### src/rtl/fpx_pkg.sv
package fpx_pkg;

    localparam int CC_W = 4;

    typedef struct packed {
        logic nrm_off;
        logic uf_trap;
        logic sig_trap;
    } fpx_mode_t;

    typedef struct packed {
        logic sign;
        logic is_zero;
        logic underflow;
        logic heavy_shift;
    } fpx_stat_t;

    typedef enum logic [2:0] {
        V_PLAIN    = 3'd0,
        V_INH_ZERO = 3'd1,
        V_UF_ZERO  = 3'd2,
        V_UF_TRAP  = 3'd3,
        V_SIG_TRAP = 3'd4,
        V_SIG_ZERO = 3'd5,
        V_SIG_NOTE = 3'd6
    } fpx_case_e;

    typedef struct packed {
        logic [CC_W-1:0] cc;
        logic            trap;
        logic            gr_write;
        logic            force_zero;
    } fpx_verdict_t;

    // Priority: significance trap (only when underflow trap not taken),
    // then underflow handling, then non-trapping significance reports.
    function automatic fpx_case_e classify(input fpx_mode_t m, input fpx_stat_t s);
        logic sig_cond;
        sig_cond = s.is_zero | s.heavy_shift;
        if (m.nrm_off)
            return s.is_zero ? V_INH_ZERO : V_PLAIN;
        if (m.sig_trap && sig_cond && !(s.underflow && m.uf_trap))
            return V_SIG_TRAP;
        if (s.underflow)
            return m.uf_trap ? V_UF_TRAP : V_UF_ZERO;
        if (s.is_zero)
            return V_SIG_ZERO;
        if (s.heavy_shift)
            return V_SIG_NOTE;
        return V_PLAIN;
    endfunction

    function automatic logic [1:0] sign_bits(input logic neg);
        return neg ? 2'b01 : 2'b10;
    endfunction

    function automatic fpx_verdict_t verdict_of(input fpx_case_e c, input fpx_stat_t s);
        fpx_verdict_t v;
        v.trap       = 1'b0;
        v.force_zero = 1'b0;
        v.cc         = {2'b00, sign_bits(s.sign)};
        case (c)
            V_INH_ZERO: begin
                v.cc         = 4'b0000;
                v.force_zero = 1'b1;
            end
            V_UF_ZERO: begin
                v.cc         = 4'b1100;
                v.force_zero = 1'b1;
            end
            V_UF_TRAP: begin
                v.cc   = {2'b11, sign_bits(s.sign)};
                v.trap = 1'b1;
            end
            V_SIG_TRAP: begin
                v.cc   = s.is_zero ? 4'b1000 : {2'b10, sign_bits(s.sign)};
                v.trap = 1'b1;
            end
            V_SIG_ZERO: begin
                v.cc         = 4'b1000;
                v.force_zero = 1'b1;
            end
            V_SIG_NOTE: v.cc = {2'b10, sign_bits(s.sign)};
            default:    v.cc = {2'b00, sign_bits(s.sign)};
        endcase
        v.gr_write = ~v.trap;
        return v;
    endfunction

endpackage

### src/rtl/fpx_stat_pack.sv
module fpx_stat_pack
    import fpx_pkg::*;
#(
    parameter int SHIFT_W   = 3,
    parameter int SIG_LIMIT = 2
) (
    input  logic               sign,
    input  logic               is_zero,
    input  logic               underflow,
    input  logic [SHIFT_W-1:0] lshift,
    output fpx_stat_t          stat
);
    localparam logic [SHIFT_W-1:0] LIMIT = SHIFT_W'(SIG_LIMIT);

    always_comb begin
        stat.sign        = sign;
        stat.is_zero     = is_zero;
        stat.underflow   = underflow;
        stat.heavy_shift = (lshift > LIMIT);
    end
endmodule

### src/rtl/fpx_decide.sv
module fpx_decide
    import fpx_pkg::*;
(
    input  fpx_mode_t    mode,
    input  fpx_stat_t    stat,
    output fpx_verdict_t verdict
);
    fpx_case_e kind;

    always_comb begin
        kind    = classify(mode, stat);
        verdict = verdict_of(kind, stat);
    end
endmodule

### src/rtl/fpx_out_stage.sv
module fpx_out_stage
    import fpx_pkg::*;
(
    input  logic         clk,
    input  logic         rst,
    input  logic         load,
    input  fpx_verdict_t verdict_d,
    output logic         valid_q,
    output fpx_verdict_t verdict_q
);
    always_ff @(posedge clk) begin
        if (rst) begin
            valid_q   <= 1'b0;
            verdict_q <= '0;
        end else begin
            valid_q <= load;
            if (load)
                verdict_q <= verdict_d;
        end
    end
endmodule

### src/rtl/fpx_cc_ctrl.sv
module fpx_cc_ctrl
    import fpx_pkg::*;
#(
    parameter int              SHIFT_W   = 3,
    parameter int              SIG_LIMIT = 2,
    parameter int              VEC_W     = 8,
    parameter logic [VEC_W-1:0] TRAP_VEC = 8'h44
) (
    input  logic               clk,
    input  logic               rst,
    input  logic               in_valid,
    input  logic               res_sign,
    input  logic               res_zero,
    input  logic               res_underflow,
    input  logic [SHIFT_W-1:0] res_lshift,
    input  logic               md_nrm_off,
    input  logic               md_uf_trap,
    input  logic               md_sig_trap,
    output logic               out_valid,
    output logic [CC_W-1:0]    cc,
    output logic               force_true_zero,
    output logic               trap_req,
    output logic               gr_write_en,
    output logic [VEC_W-1:0]   trap_vector
);
    fpx_mode_t    mode;
    fpx_stat_t    stat;
    fpx_verdict_t verdict_d;
    fpx_verdict_t verdict_q;

    assign mode.nrm_off  = md_nrm_off;
    assign mode.uf_trap  = md_uf_trap;
    assign mode.sig_trap = md_sig_trap;

    fpx_stat_pack #(
        .SHIFT_W   (SHIFT_W),
        .SIG_LIMIT (SIG_LIMIT)
    ) stat_i (
        .sign      (res_sign),
        .is_zero   (res_zero),
        .underflow (res_underflow),
        .lshift    (res_lshift),
        .stat      (stat)
    );

    fpx_decide decide_i (
        .mode    (mode),
        .stat    (stat),
        .verdict (verdict_d)
    );

    fpx_out_stage out_i (
        .clk       (clk),
        .rst       (rst),
        .load      (in_valid),
        .verdict_d (verdict_d),
        .valid_q   (out_valid),
        .verdict_q (verdict_q)
    );

    assign cc              = verdict_q.cc;
    assign force_true_zero = verdict_q.force_zero;
    assign trap_req        = verdict_q.trap;
    assign gr_write_en     = verdict_q.gr_write;
    assign trap_vector     = TRAP_VEC;
endmodule

### config.mk
export PLATFORM = sky130hd
export DESIGN_NAME = fpx_cc_ctrl
export DESIGN_NICKNAME = d
export VERILOG_FILES = /design/src/rtl/fpx_pkg.sv /design/src/rtl/fpx_stat_pack.sv /design/src/rtl/fpx_decide.sv /design/src/rtl/fpx_out_stage.sv /design/src/rtl/fpx_cc_ctrl.sv
export SDC_FILE = /design/constraint.sdc
export NUM_CORES = 1
export LEC_CHECK = 0
export BUFFER_PORTS_ARGS = -buffer_cell sky130_fd_sc_hd__buf_4
export CAP_MARGIN = 10
export CORE_MARGIN = 4
export CORE_UTILIZATION = 30
export DETAILED_ROUTE_END_ITERATION = 8
export GPL_TIMING_DRIVEN = 0
export REMOVE_ABC_BUFFERS = 1
export SLEW_MARGIN = 10
export SYNTH_ARGS = -nofsm -noshare
export SYNTH_HDL_FRONTEND = slang
export SYNTH_HIERARCHICAL = 1
export SYNTH_SLANG_ARGS = --single-unit
### constraint.sdc
create_clock -name clk -period 3.2 [get_ports clk]
set_input_delay 0.96 -clock clk [delete_from_list [all_inputs] [get_ports clk]]
set_output_delay 0.96 -clock clk [all_outputs]
set_load 0.02 [all_outputs]
==> results.json <==
{
  "final_cell_mix": "19 x buf_4, 11 x nor2_1, 8 x conb_1, 8 x dfxtp_1, 7 x mux2i_1",
  "io_buffers": 19,
  "diodes": 0,
  "routabilityCongestion": 0.630,
  "cts_inserted_buffers": 3,
  "p_leak_nw": 0.316,
  "synth-seq-cells": 8,
  "drive_gt1_share_pct": 35.6,
  "cts_setup_buffers": 0,
  "grt_pass1_wl_um": 1340,
  "worst_r2r_endpoint": "out_i/verdict_q[3]$_SDFFE_PP0P_",
  "initialDrtViolationCount": 7,
  "dieWidth_um": 48.3,
  "grt_pass1_vias": 313,
  "fin_crit_ps": 1700,
  "firstDrtPassIters": 4,
  "required_ps": 3390,
  "cp-start-kind": "input port",
  "vias": 386,
  "cts_resized": 0,
  "grt_antenna_before_repair": 0,
  "rows": 14,
  "cts_tree": "yes",
  "netlist_instances": 58,
  "hpwl_um": 736,
  "end_kind": "flop",
  "crit_fanout": 3,
  "htree_levels": 1,
  "global_route.usage.total_pct": 8.33,
  "clkTransAtPathRegs_ps": 50,
  "root_buffer": "clkbuf_4",
  "grt-ovfl-total": 0,
  "crit_end": "out_i/verdict_q[0]$_SDFFE_PP0P_",
  "cp.arrival_ps": 1880,
  "cts_buffer_depth": 2,
  "yosysUniqueCellTypes": 19,
  "setup_viol": 0,
  "dieArea_um2": 2330,
  "postSynthAreaPerCell_um2": 8.39,
  "cp-startpoint": "res_lshift[0]",
  "grt_max_degree": 9,
  "clk_latency_ps": 240,
  "layout_setup_ws_ps": 1500,
  "syn_to_final_growth_pct": 22.6,
  "fmax_mhz": 590,
  "finalHoldViolations": 0,
  "utilization_pct": 39.2,
  "status": "finished, final reports clean",
  "worstHoldPathType": "reg -> reg",
  "detail-route-antenna-nets": 0,
  "avgRoutedWirePerCell_um": 10.0,
  "yosysWarnings": 6,
  "synthesis.area_um2": 487,
  "hold_buffers": 0,
  "die_h_um": 48.3,
  "dp_slack_ps": 1240,
  "critical_path_class": "in -> reg",
  "routed_wl_um": 890,
  "rr_startpoint": "out_i/verdict_q[3]$_SDFFE_PP0P_",
  "drc": 0,
  "core_area_um2": 1520,
  "ys_seq_area_share_pct": 32.9,
  "clock-sinks": 8,
  "nNetsFinal": 87,
  "r2r_cells": 2,
  "rsz0062_at_grt": "no",
  "drv_slew": 0,
  "vdd_ir_drop_max_v": 0.000227,
  "fin_crit_sh_pct": 53.0,
  "final_common_cell": "buf_4",
  "drv_cap": 0,
  "initial_core_util_pct": 31.9,
  "r2r_setup_slack_ps": 2610,
  "fin_setup_tns_ps": 0,
  "post_drt_via_cell_ratio": 4.34,
  "power_density_nw_per_um2": 406,
  "io_pins": 28,
  "fin_skew_ps": 0
}
==> worst min-delay path by stage <==
stage                                                from  cells past startpoint  slack, ps                               to
after detailed placement  out_i/verdict_q[1]$_SDFFE_PP0P_                      2        490  out_i/verdict_q[1]$_SDFFE_PP0P_
final                     out_i/verdict_q[5]$_SDFFE_PP0P_                      2        500  out_i/verdict_q[5]$_SDFFE_PP0P_
after global placement    out_i/verdict_q[1]$_SDFFE_PP0P_                      2        480  out_i/verdict_q[1]$_SDFFE_PP0P_
after global routing      out_i/verdict_q[3]$_SDFFE_PP0P_                      2        530  out_i/verdict_q[3]$_SDFFE_PP0P_
after floorplan           out_i/verdict_q[0]$_SDFFE_PP0P_                      2        580  out_i/verdict_q[0]$_SDFFE_PP0P_
after CTS                 out_i/verdict_q[5]$_SDFFE_PP0P_                      2        500  out_i/verdict_q[5]$_SDFFE_PP0P_
==> sequential cells by signal (all words and copies together) (netlist names) <==
signal	count
out_i/valid_q	1
out_i/verdict_q	7
==> cell usage after synthesis, drive strengths merged <==
cell type | count | area [µm²]
conb | 2 | 7.51
o21ai | 2 | 13.8
clkbuf | 1 | 3.75
o31ai | 1 | 7.51
a21o | 2 | 15.0
a21oi | 1 | 8.76
buf | 12 | 93.8
nand2b | 1 | 13.8
o32ai | 2 | 17.5
nor2b | 1 | 6.26
dfxtp | 8 | 160
nand2 | 3 | 11.3
nor2 | 11 | 41.3
mux2i | 7 | 70.1
nor3 | 1 | 5.00
inv | 3 | 11.3
==> layer usage <==
layer	global-route usage [%]	up-vias	routed length [µm]
li1	-	199	-
met1	11.7	165	360
met2	11.2	20	408
met3	1.11	2	105
met5	0	-	0
met4	6.45	0	16
==> cell families after synthesis <==
kind of cell	count (synthesis)	synth area share, %
AO/OA/AOI/OAI	8	12.9
buffers and inverters	16	22.4
flip-flops	8	32.9
multiplexers	7	14.4
other	2	1.54
AND/OR/NAND/NOR	17	15.9
==> power by group <==
| group | switching, mW | total (mW) | internal [mW] |
|---|---|---|---|
| registers | 0.00242 | 0.108 | 0.105 |
| logic | 0.0348 | 0.0613 | 0.0266 |
| clock network | 0.0303 | 0.0730 | 0.0426 |
| total | 0.0675 | 0.242 | 0.174 |
==> metrics by stage <==
step | power (mW) | instances | hold WS [ps] | cell area (µm²)
after floorplan | 0.143 | 51 | 579 | 412
after global placement | 0.171 | 86 | 479 | 574
after detailed placement | 0.171 | 86 | 487 | 574
after CTS | 0.246 | 89 | 504 | 597
after global routing | 0.260 | 89 | 534 | 597
final | 0.242 | 89 | 495 | 597
==> worst max-delay path, cell delays in order <==
cell and delay [ps]:
buf_4 110, a21o_1 210, o21ai_2 160, inv_1 50, o31ai_1 200, mux2i_1 110
nor2_1 80
==> layout make-up <==
cell class / instances / area (µm²)
well taps: 16 / 20.0
inverters: 3 / 11.3
multi-input cells: 40 / 240
repair buffers: 19 / 143
fillers: 172 / 927
flip-flops and latches: 8 / 160
clock buffers: 3 / 22.5
(Power assumes the default switching activity.)
